[config.mk]
export PLATFORM = sky130hd
export DESIGN_NAME = lpm_engine
export DESIGN_NICKNAME = d
export VERILOG_FILES = /design/src/rtl/lpm_pkg.sv /design/src/rtl/lpm_level_step.sv /design/src/rtl/lpm_flight_fifo.sv /design/src/rtl/lpm_cbuf.sv /design/src/rtl/lpm_engine.sv
export SDC_FILE = /design/constraint.sdc
export NUM_CORES = 1
export LEC_CHECK = 0
export ABC_CLOCK_PERIOD_IN_PS = 4700
export BUFFER_PORTS_ARGS = -buffer_cell sky130_fd_sc_hd__buf_2
export CORE_ASPECT_RATIO = 0.8
export CORE_MARGIN = 2
export CORE_UTILIZATION = 45
export DETAILED_ROUTE_END_ITERATION = 12
export SLEW_MARGIN = 20
export SYNTH_ARGS = -nofsm -noshare
export SYNTH_HDL_FRONTEND = slang
export SYNTH_SLANG_ARGS = --single-unit
[constraint.sdc]
create_clock -name clk -period 4.7 [get_ports clk]
set_input_delay 0.47 -clock clk [delete_from_list [all_inputs] [get_ports clk]]
set_output_delay 0.47 -clock clk [all_outputs]
set_load 0.03 [all_outputs]
[src/rtl/lpm_pkg.sv]
package lpm_pkg;

    localparam int ADDR_W   = 32;
    localparam int WORD_W   = 32;
    localparam int IDX_W    = 16;
    localparam int STEP_W   = 8;
    localparam int NUM_TAGS = 8;
    localparam int TAG_W    = $clog2(NUM_TAGS);
    localparam int RES_W    = WORD_W - 1;
    localparam int REM_W    = ADDR_W - IDX_W;

    typedef logic [TAG_W-1:0] tag_t;

    typedef enum logic [1:0] {
        LVL_1 = 2'd0,
        LVL_2 = 2'd1,
        LVL_3 = 2'd2
    } lvl_e;

    // Record carried beside each outstanding memory read
    typedef struct packed {
        logic [REM_W-1:0] rem;
        tag_t             tag;
        lvl_e             lvl;
    } flight_t;

endpackage

[src/rtl/lpm_level_step.sv]
module lpm_level_step
    import lpm_pkg::*;
(
    input  logic [WORD_W-1:0] rsp_word,
    input  flight_t           cur,
    output logic              finish,
    output logic [RES_W-1:0]  result,
    output logic [IDX_W-1:0]  next_index,
    output flight_t           next_entry
);

    logic [IDX_W-1:0]  base_ptr;
    logic [STEP_W-1:0] slice;

    always_comb begin
        base_ptr = rsp_word[IDX_W-1:0];
        // Level one consumes the upper remaining byte, level two the lower
        if (cur.lvl == LVL_1) begin
            slice = cur.rem[REM_W-1 -: STEP_W];
        end else begin
            slice = cur.rem[STEP_W-1:0];
        end
        next_index = base_ptr + IDX_W'(slice);
        finish     = rsp_word[WORD_W-1] || (cur.lvl == LVL_3);
        result     = rsp_word[RES_W-1:0];
        next_entry = cur;
        next_entry.lvl = (cur.lvl == LVL_1) ? LVL_2 : LVL_3;
    end

endmodule

[src/rtl/lpm_flight_fifo.sv]
module lpm_flight_fifo
    import lpm_pkg::*;
#(
    parameter int DEPTH = NUM_TAGS
) (
    input  logic    clk,
    input  logic    rst_n,
    input  logic    push,
    input  flight_t push_data,
    input  logic    pop,
    output flight_t head,
    output logic    full
);

    localparam int PW = $clog2(DEPTH);
    localparam int CW = PW + 1;

    typedef struct packed {
        flight_t [DEPTH-1:0] slot;
        logic [PW-1:0]       wp;
        logic [PW-1:0]       rp;
        logic [CW-1:0]       cnt;
    } fifo_st_t;

    fifo_st_t st_d, st_q;

    always_comb begin
        st_d = st_q;
        if (push) begin
            st_d.slot[st_q.wp] = push_data;
            st_d.wp            = st_q.wp + 1'b1;
        end
        if (pop) begin
            st_d.rp = st_q.rp + 1'b1;
        end
        st_d.cnt = st_q.cnt + CW'(push) - CW'(pop);
    end

    always_ff @(posedge clk or negedge rst_n) begin
        if (!rst_n) begin
            st_q <= '0;
        end else begin
            st_q <= st_d;
        end
    end

    assign head = st_q.slot[st_q.rp];
    assign full = (st_q.cnt == CW'(DEPTH));

    // every memory response must find its record waiting
    a_r5_rsp_has_entry: assert property (@(posedge clk) disable iff (!rst_n)
        pop |-> (st_q.cnt != '0));

    // a push with no matching pop never lands on a full queue
    a_r5_push_not_full: assert property (@(posedge clk) disable iff (!rst_n)
        (push && !pop) |-> (st_q.cnt != CW'(DEPTH)));

endmodule

[src/rtl/lpm_cbuf.sv]
module lpm_cbuf
    import lpm_pkg::*;
#(
    parameter int SLOTS = NUM_TAGS
) (
    input  logic             clk,
    input  logic             rst_n,
    input  logic             alloc,
    output tag_t             alloc_tag,
    output logic             can_alloc,
    input  logic             cmp_valid,
    input  tag_t             cmp_tag,
    input  logic [RES_W-1:0] cmp_result,
    output logic             out_valid,
    input  logic             out_ready,
    output logic [RES_W-1:0] out_result
);

    localparam int CW = TAG_W + 1;

    typedef struct packed {
        logic [SLOTS-1:0]            done;
        logic [SLOTS-1:0][RES_W-1:0] res;
        tag_t                        wp;
        tag_t                        rp;
        logic [CW-1:0]               cnt;
    } cbuf_st_t;

    cbuf_st_t st_d, st_q;
    logic     release_fire;

    always_comb begin
        st_d         = st_q;
        release_fire = st_q.done[st_q.rp] && out_ready;
        if (alloc) begin
            st_d.wp = st_q.wp + 1'b1;
        end
        if (cmp_valid) begin
            st_d.done[cmp_tag] = 1'b1;
            st_d.res[cmp_tag]  = cmp_result;
        end
        if (release_fire) begin
            st_d.done[st_q.rp] = 1'b0;
            st_d.rp            = st_q.rp + 1'b1;
        end
        st_d.cnt = st_q.cnt + CW'(alloc) - CW'(release_fire);
    end

    always_ff @(posedge clk or negedge rst_n) begin
        if (!rst_n) begin
            st_q <= '0;
        end else begin
            st_q <= st_d;
        end
    end

    assign alloc_tag  = st_q.wp;
    assign can_alloc  = (st_q.cnt < CW'(SLOTS));
    assign out_valid  = st_q.done[st_q.rp];
    assign out_result = st_q.res[st_q.rp];

    a_r7_no_overflow: assert property (@(posedge clk) disable iff (!rst_n)
        alloc |-> (st_q.cnt < CW'(SLOTS)));

    a_r6_complete_once: assert property (@(posedge clk) disable iff (!rst_n)
        cmp_valid |-> !st_q.done[cmp_tag]);

    a_r6_complete_in_window: assert property (@(posedge clk) disable iff (!rst_n)
        cmp_valid |-> ({1'b0, tag_t'(cmp_tag - st_q.rp)} < st_q.cnt));

    a_r8_hold_output: assert property (@(posedge clk) disable iff (!rst_n)
        (out_valid && !out_ready) |=> (out_valid && $stable(out_result)));

endmodule

[src/rtl/lpm_engine.sv]
module lpm_engine
    import lpm_pkg::*;
(
    input  logic              clk,
    input  logic              rst_n,
    input  logic              in_valid,
    output logic              in_ready,
    input  logic [ADDR_W-1:0] in_addr,
    output logic              out_valid,
    input  logic              out_ready,
    output logic [RES_W-1:0]  out_result,
    output logic              mem_req_valid,
    output logic [IDX_W-1:0]  mem_req_index,
    input  logic              mem_rsp_valid,
    input  logic [WORD_W-1:0] mem_rsp_data
);

    flight_t          head, next_entry, push_data;
    logic             step_finish, recirc, accept, fifo_full, can_alloc;
    logic [RES_W-1:0] step_result;
    logic [IDX_W-1:0] next_index;
    tag_t             alloc_tag;

    lpm_level_step u_step (
        .rsp_word   (mem_rsp_data),
        .cur        (head),
        .finish     (step_finish),
        .result     (step_result),
        .next_index (next_index),
        .next_entry (next_entry)
    );

    always_comb begin
        // A walk still in progress owns the port before any new address
        recirc        = mem_rsp_valid && !step_finish;
        in_ready      = !recirc && can_alloc && !fifo_full;
        accept        = in_valid && in_ready;
        mem_req_valid = recirc || accept;
        if (recirc) begin
            mem_req_index = next_index;
            push_data     = next_entry;
        end else begin
            mem_req_index = in_addr[ADDR_W-1 -: IDX_W];
            push_data     = '{rem: in_addr[REM_W-1:0], tag: alloc_tag, lvl: LVL_1};
        end
    end

    lpm_flight_fifo #(.DEPTH(NUM_TAGS)) u_fifo (
        .clk       (clk),
        .rst_n     (rst_n),
        .push      (mem_req_valid),
        .push_data (push_data),
        .pop       (mem_rsp_valid),
        .head      (head),
        .full      (fifo_full)
    );

    lpm_cbuf #(.SLOTS(NUM_TAGS)) u_cbuf (
        .clk        (clk),
        .rst_n      (rst_n),
        .alloc      (accept),
        .alloc_tag  (alloc_tag),
        .can_alloc  (can_alloc),
        .cmp_valid  (mem_rsp_valid && step_finish),
        .cmp_tag    (head.tag),
        .cmp_result (step_result),
        .out_valid  (out_valid),
        .out_ready  (out_ready),
        .out_result (out_result)
    );

endmodule

**After elaboration in Yosys (flattened, before gate mapping)**

Index checks and enable logic that the tools add are counted.

- Register bits after elaboration: 444
- Input port bits: 69
- Logic and storage cells: 98
- Output and inout port bits: 50

- Bitwise gates (word level): 3
- Eq/ne operators: 2
- Reduce and logical (&&, ||, !) cells: 15
- Muxes and demuxes: 22
- Add/subtract/negate cells: 9
- $lt $le $gt $ge: 8

Operator list:

| cell | number |
|---|---|
| $mux W256 | 1 |
| $bwmux W248 | 1 |
| $bwmux W168 | 1 |
| $bmux W31 S3 | 1 |
| $demux W31 S3 | 1 |
| $bmux W21 S3 | 1 |
| $demux W21 S3 | 1 |
| $mux W21 | 3 |
| $mux W31 | 2 |
| $add A16 B8 Y16 | 1 |
| $lt A3 B4 Y1 const B | 4 |
| $mux W16 | 1 |
| $mux W8 | 2 |
| $add A3 B1 Y3 const B | 4 |
| $ge A3 B1 Y1 const B | 3 |
| $logic_and A1 B1 Y1 | 9 |
| $add A4 B1 Y4 | 2 |
| $and A8 B8 Y8 | 1 |
| $not A8 Y8 | 1 |
| $or A8 B8 Y8 | 1 |
| $sub A4 B1 Y4 | 2 |
| $demux W1 S3 | 2 |
| $eq A4 B4 Y1 const B | 1 |
| $lt A4 B4 Y1 const B | 1 |
| 7 further kinds | 12 |

**Depth between registers and ports, before layout**

- Depth in word-level cells: 13
- Gate-level depth with buffers: 16
- Depth with buffers taken out: 12

**By module**

Synthesis repeated with hierarchy kept, for this count alone.

- Cell total of the unflattened synthesis: 1570
- Area, all modules: 21927.3 µm²

By module, submodules not included:

| module | cells each | sequential area each (µm²) | area an instance (µm²) | instances |
|---|---|---|---|---|
| lpm_cbuf | 916 | 6656.4 | 12127.9 | 1 |
| lpm_flight_fifo | 476 | 4454.3 | 8179.1 | 1 |
| lpm_level_step | 129 | 0.0 | 988.4 | 1 |
| lpm_engine | 49 | 0.0 | 631.9 | 1 |

**Worst setup path after synthesis**

OpenSTA, ideal clock, no wires.

- Kind: register -> output
- Start point: reg u_fifo.st_q[4] (netlist bit)
- End point: out mem_req_index[12]
- Arrival: 4.493 ns
- Data required time: 4.230 ns
- Cell stages (with the launch flop): 17
- Path buffers: 4
- Path slack: -0.263 ns
- Cells stage by stage: dfrtp_1 -> buf_2 -> buf_4 -> buf_2 -> mux4_2 -> nand2_1 -> nand3_1 -> buf_2 -> mux2i_1 -> ha_1 -> fa_1 -> a21o_1 -> a32oi_1 -> a2111oi_0 -> nand2_1 -> xor2_1 -> o21ai_0

- Word-level cells in the longest chain between the ends: 7

Ends and longest elaborated chain:

| what | line | source |
|---|---|---|
| start, declared | lpm_flight_fifo.sv:25 | `fifo_st_t st_d, st_q;` |
| start signal, assigned | lpm_flight_fifo.sv:43 | `st_q <= st_d;` |
| $bmux W21 S3 (*) | lpm_flight_fifo.sv:47 | `assign head = st_q.slot[st_q.rp];` |
| $mux W21 (implied by the code) (*) | lpm_flight_fifo.sv:47 |  |
| parallel branches: the longest is 4 deep, another holds $add A16 B8 Y16 | n/a |  |
| $mux W16 (*) | lpm_engine.sv:39 | `if (recirc) begin` |
| end, declared | lpm_engine.sv:13 | `output logic [IDX_W-1:0] mem_req_index,` |

Every way passes the cells marked *. The select of a mux whose other input is x is not followed.

**Final worst setup path**

- Start point: reg u_fifo.st_q[5] (netlist bit)
- End point: out mem_req_index[6]

The elaborated chain is that of the path after synthesis.

==> out/results.tsv <==
metric	value	unit
fin_crit_sh	96.7	%
die_y	204	µm
cp.arrival	4.07	ns
synth-edff-count	0	
startpoint_type	flip-flop	
clk_path_buf_depth	3	
peakVddDrop	0.000406	V
worst_pin_slew	1.14	ns
hold-path-endpoint	u_fifo.st_q[147]	
synth_top_cell_area_share	49.5	%
antennaDiodeCount	0	
async_flop_share	100	%
path_max_fanout	13	
grt_max_degree	110	
grt_overflow	0	
coreArea	49500	µm²
finClkSkew	0.0358	ns
dp_hpwl	38100	µm
cts_tree	built	
start_util	45.4	%
route.vias.total	15200	
syn_inst	1726	
first_iter_violations	1318	
grt_pass1_vias	15400	
routabilityCongestion	0.842	
endpoint_kind	output port	
worst-path-buf-inv	2	
ys_warn_count	0	
max-cap-violations	0	
hold_depth	3	
fin_area	25600	µm²
cp.required	4.23	ns
cts_root_buf	clkbuf_16	
clock_sinks	444	
relSlewSlack	24.0	%
grt_pass1_wl	95500	µm
syn_area_per_cell	13.0	µm²
synth.most_common_cell	dfrtp_1	
power_density	825	nW/µm²
cp_top_family	multiplexers	
slowest_stage	mux4_2	
reg2reg_slack	1.04	ns
synth_common_cells	dfrtp_1 (444), nand2_1 (213), nor2_1 (132)	
grt_setup_unrepaired	false	
p_int	13.0	mW
swShare	38.7	%
synth-seq-area-share	49.5	%
nFillCells	4235	
htreeDepth	2	
outcome	complete, no violations	
antenna_found_initial	2	
reg2reg_depth	10	
final_max_slew_viol_count	0	
clock_power_share	18.8	%
die-area	51700	µm²
leakagePower	11.6	nW
area_growth	14.1	%
worst_skew_pair.late_latency	0.60	ns
gr-usage-all-layers	24.3	%
drtPass1Iterations	7	
drive_gt1_share	32.4	%
yosys.area.top_type	dfrtp_1	
holdCritPathClass	primary input to flip-flop	
worst_r2r_startpoint	u_fifo.st_q[5]	
clk_pin_slew	0.06	ns
num_rows	73	
post_dp_cell_area	23800	µm²
slowest_delay	0.53	ns
cts_buffers	46	
tns	0	ns
syn_area	22500	µm²
max_freq	220	MHz
drc	0	
synthFlopType	dfrtp_1	
synthDistinctLibCells	62	
sequentialPowerShare	32.0	%
hold_viol	0	
crit_chain	mux4_2 > mux2i_2 > nand3_1 > buf_6 > mux2i_1 > ha_2 > fa_2 > a21o_1 > a32oi_2 > nand2_1 > xnor2_1 > a21oi_1 > buf_2	
setup_viol	0	
min_from	in_addr[6]	
finalCriticalPeriod	4.54	ns
portBuffers	118	
ys_seq_elements	444	
synth_nets	1821	
utilization	51.8	%
netlist_top_cells_area	dfrtp_1 (49%), mux4_2 (11%), mux2_4 (5.8%)	
ant_nets	0	
p_sw	8.18	mW
pwr-share-comb	49.1	%
nets	1941	
io_pins	119	
avgRoutedWirePerCell	24.1	µm
finalWirelength	61600	µm
die_width	254	µm
crit_type	flip-flop to output port	
r2r-end	u_cbuf.st_q[80]	
via_per_inst	5.96	
==> final cells by class <==
type	instances	area (µm²)	area share [%]
sequential	444	11100	43.4
tap	675	845	3.30
inverter	33	124	0.483
clock inverter	19	285	1.11
multi-input combinational	1122	10600	41.3
clock buffer	65	1360	5.32
timing repair buffer	199	1290	5.04
==> registers in the layout (all words and copies together) (netlist names) <==
name,cells
u_cbuf.alloc_tag,3
u_cbuf.st_q,263
u_fifo.st_q,178
==> routing by layer <==
layer	up-vias	routed length, µm	track usage [%]
li1	6619	-	-
met1	8001	28500	36.1
met2	520	27800	36.5
met3	104	3700	3.78
met4	0	1610	7.82
met5	-	0	0
==> how the worst max path moves through the flow <==
| stage | start | to | slack (ns) | cells after the start |
|---|---|---|---|---|
| detailed placement | u_fifo.st_q[5] | mem_req_index[8] | 0.42 | 14 |
| global placement | u_fifo.st_q[5] | mem_req_index[8] | 0.48 | 14 |
| floorplan | u_fifo.st_q[4] | mem_req_index[8] | 0.05 | 14 |
| global route | u_fifo.st_q[5] | mem_req_index[14] | 0.001 | 14 |
| CTS | u_fifo.st_q[4] | mem_req_index[14] | 0.02 | 13 |
| finish | u_fifo.st_q[5] | mem_req_index[6] | 0.16 | 13 |
==> worst register-to-register path, cell delays in order, from the launching register on <==
cell and delay [ns]:
dfrtp_2 0.43, buf_4 0.13, buf_4 0.09, buf_4 0.20
mux4_2 0.53, mux2i_1 0.34, buf_4 0.25, nand3b_1 0.14
or2_2 0.71, buf_4 0.38, mux2_4 0.32
==> layout by cell type, fill, tap and decap left out, types with 31 or more instances in the layout <==
cell and n:
o21ai_0 31, buf_4 73, nand2_1 213, buf_2 116, nor2_1 126, dfrtp_1 437
a221o_1 96, clkbuf_16 47, mux2_2 62, mux2_1 102, mux2_4 87, inv_1 31
mux4_2 108
==> power groups by stage <==
stage	clock [mW]	sequential [mW]	combinational [mW]
floorplan	0	6.27	7.68
global placement	0	6.77	9.91
detailed placement	0	6.81	10.1
CTS	4.06	6.76	10.2
global route	4.25	6.98	11.1
finish	3.98	6.78	10.4
==> per-stage QoR <==
step | setup WS [ns] | power (mW) | hold slack [ns] | cells
6_report | 0.157 | 21.1 | 0.182 | 2557
5_1_grt | 0.00132 | 22.4 | 0.159 | 2557
4_1_cts | 0.0206 | 21.1 | 0.148 | 2554
3_5_place_dp | 0.422 | 16.9 | 0.471 | 2464
3_3_place_gp | 0.480 | 16.7 | 0.467 | 2464
2_1_floorplan | 0.0543 | 13.9 | 0.174 | 1726
==> kinds of logic after synthesis <==
logic type	after synthesis	share of synthesized area, %
AOI/OAI and AO/OA	248	9.64
xor gates and xnor gates	26	1.01
adders and majority gates	26	1.55
buffers and inverters	160	3.80
DFF	444	49.5
muxes	387	26.2
and+or+nand+nor	435	8.35
==> repair_timing <==
| action | CTS | global route |
|---|---|---|
| buffers inserted | 5 | 3 |
| endpoints found under the hold margin | 9 | 0 |
| resized for setup | 5 | 14 |
| pin swaps | 0 | 2 |
| hold buffers | 1 | 0 |
| gates cloned | 0 | 0 |
| setup endpoints to repair | 9 | 10 |
Note: power is estimated with default switching activity, not from simulation.
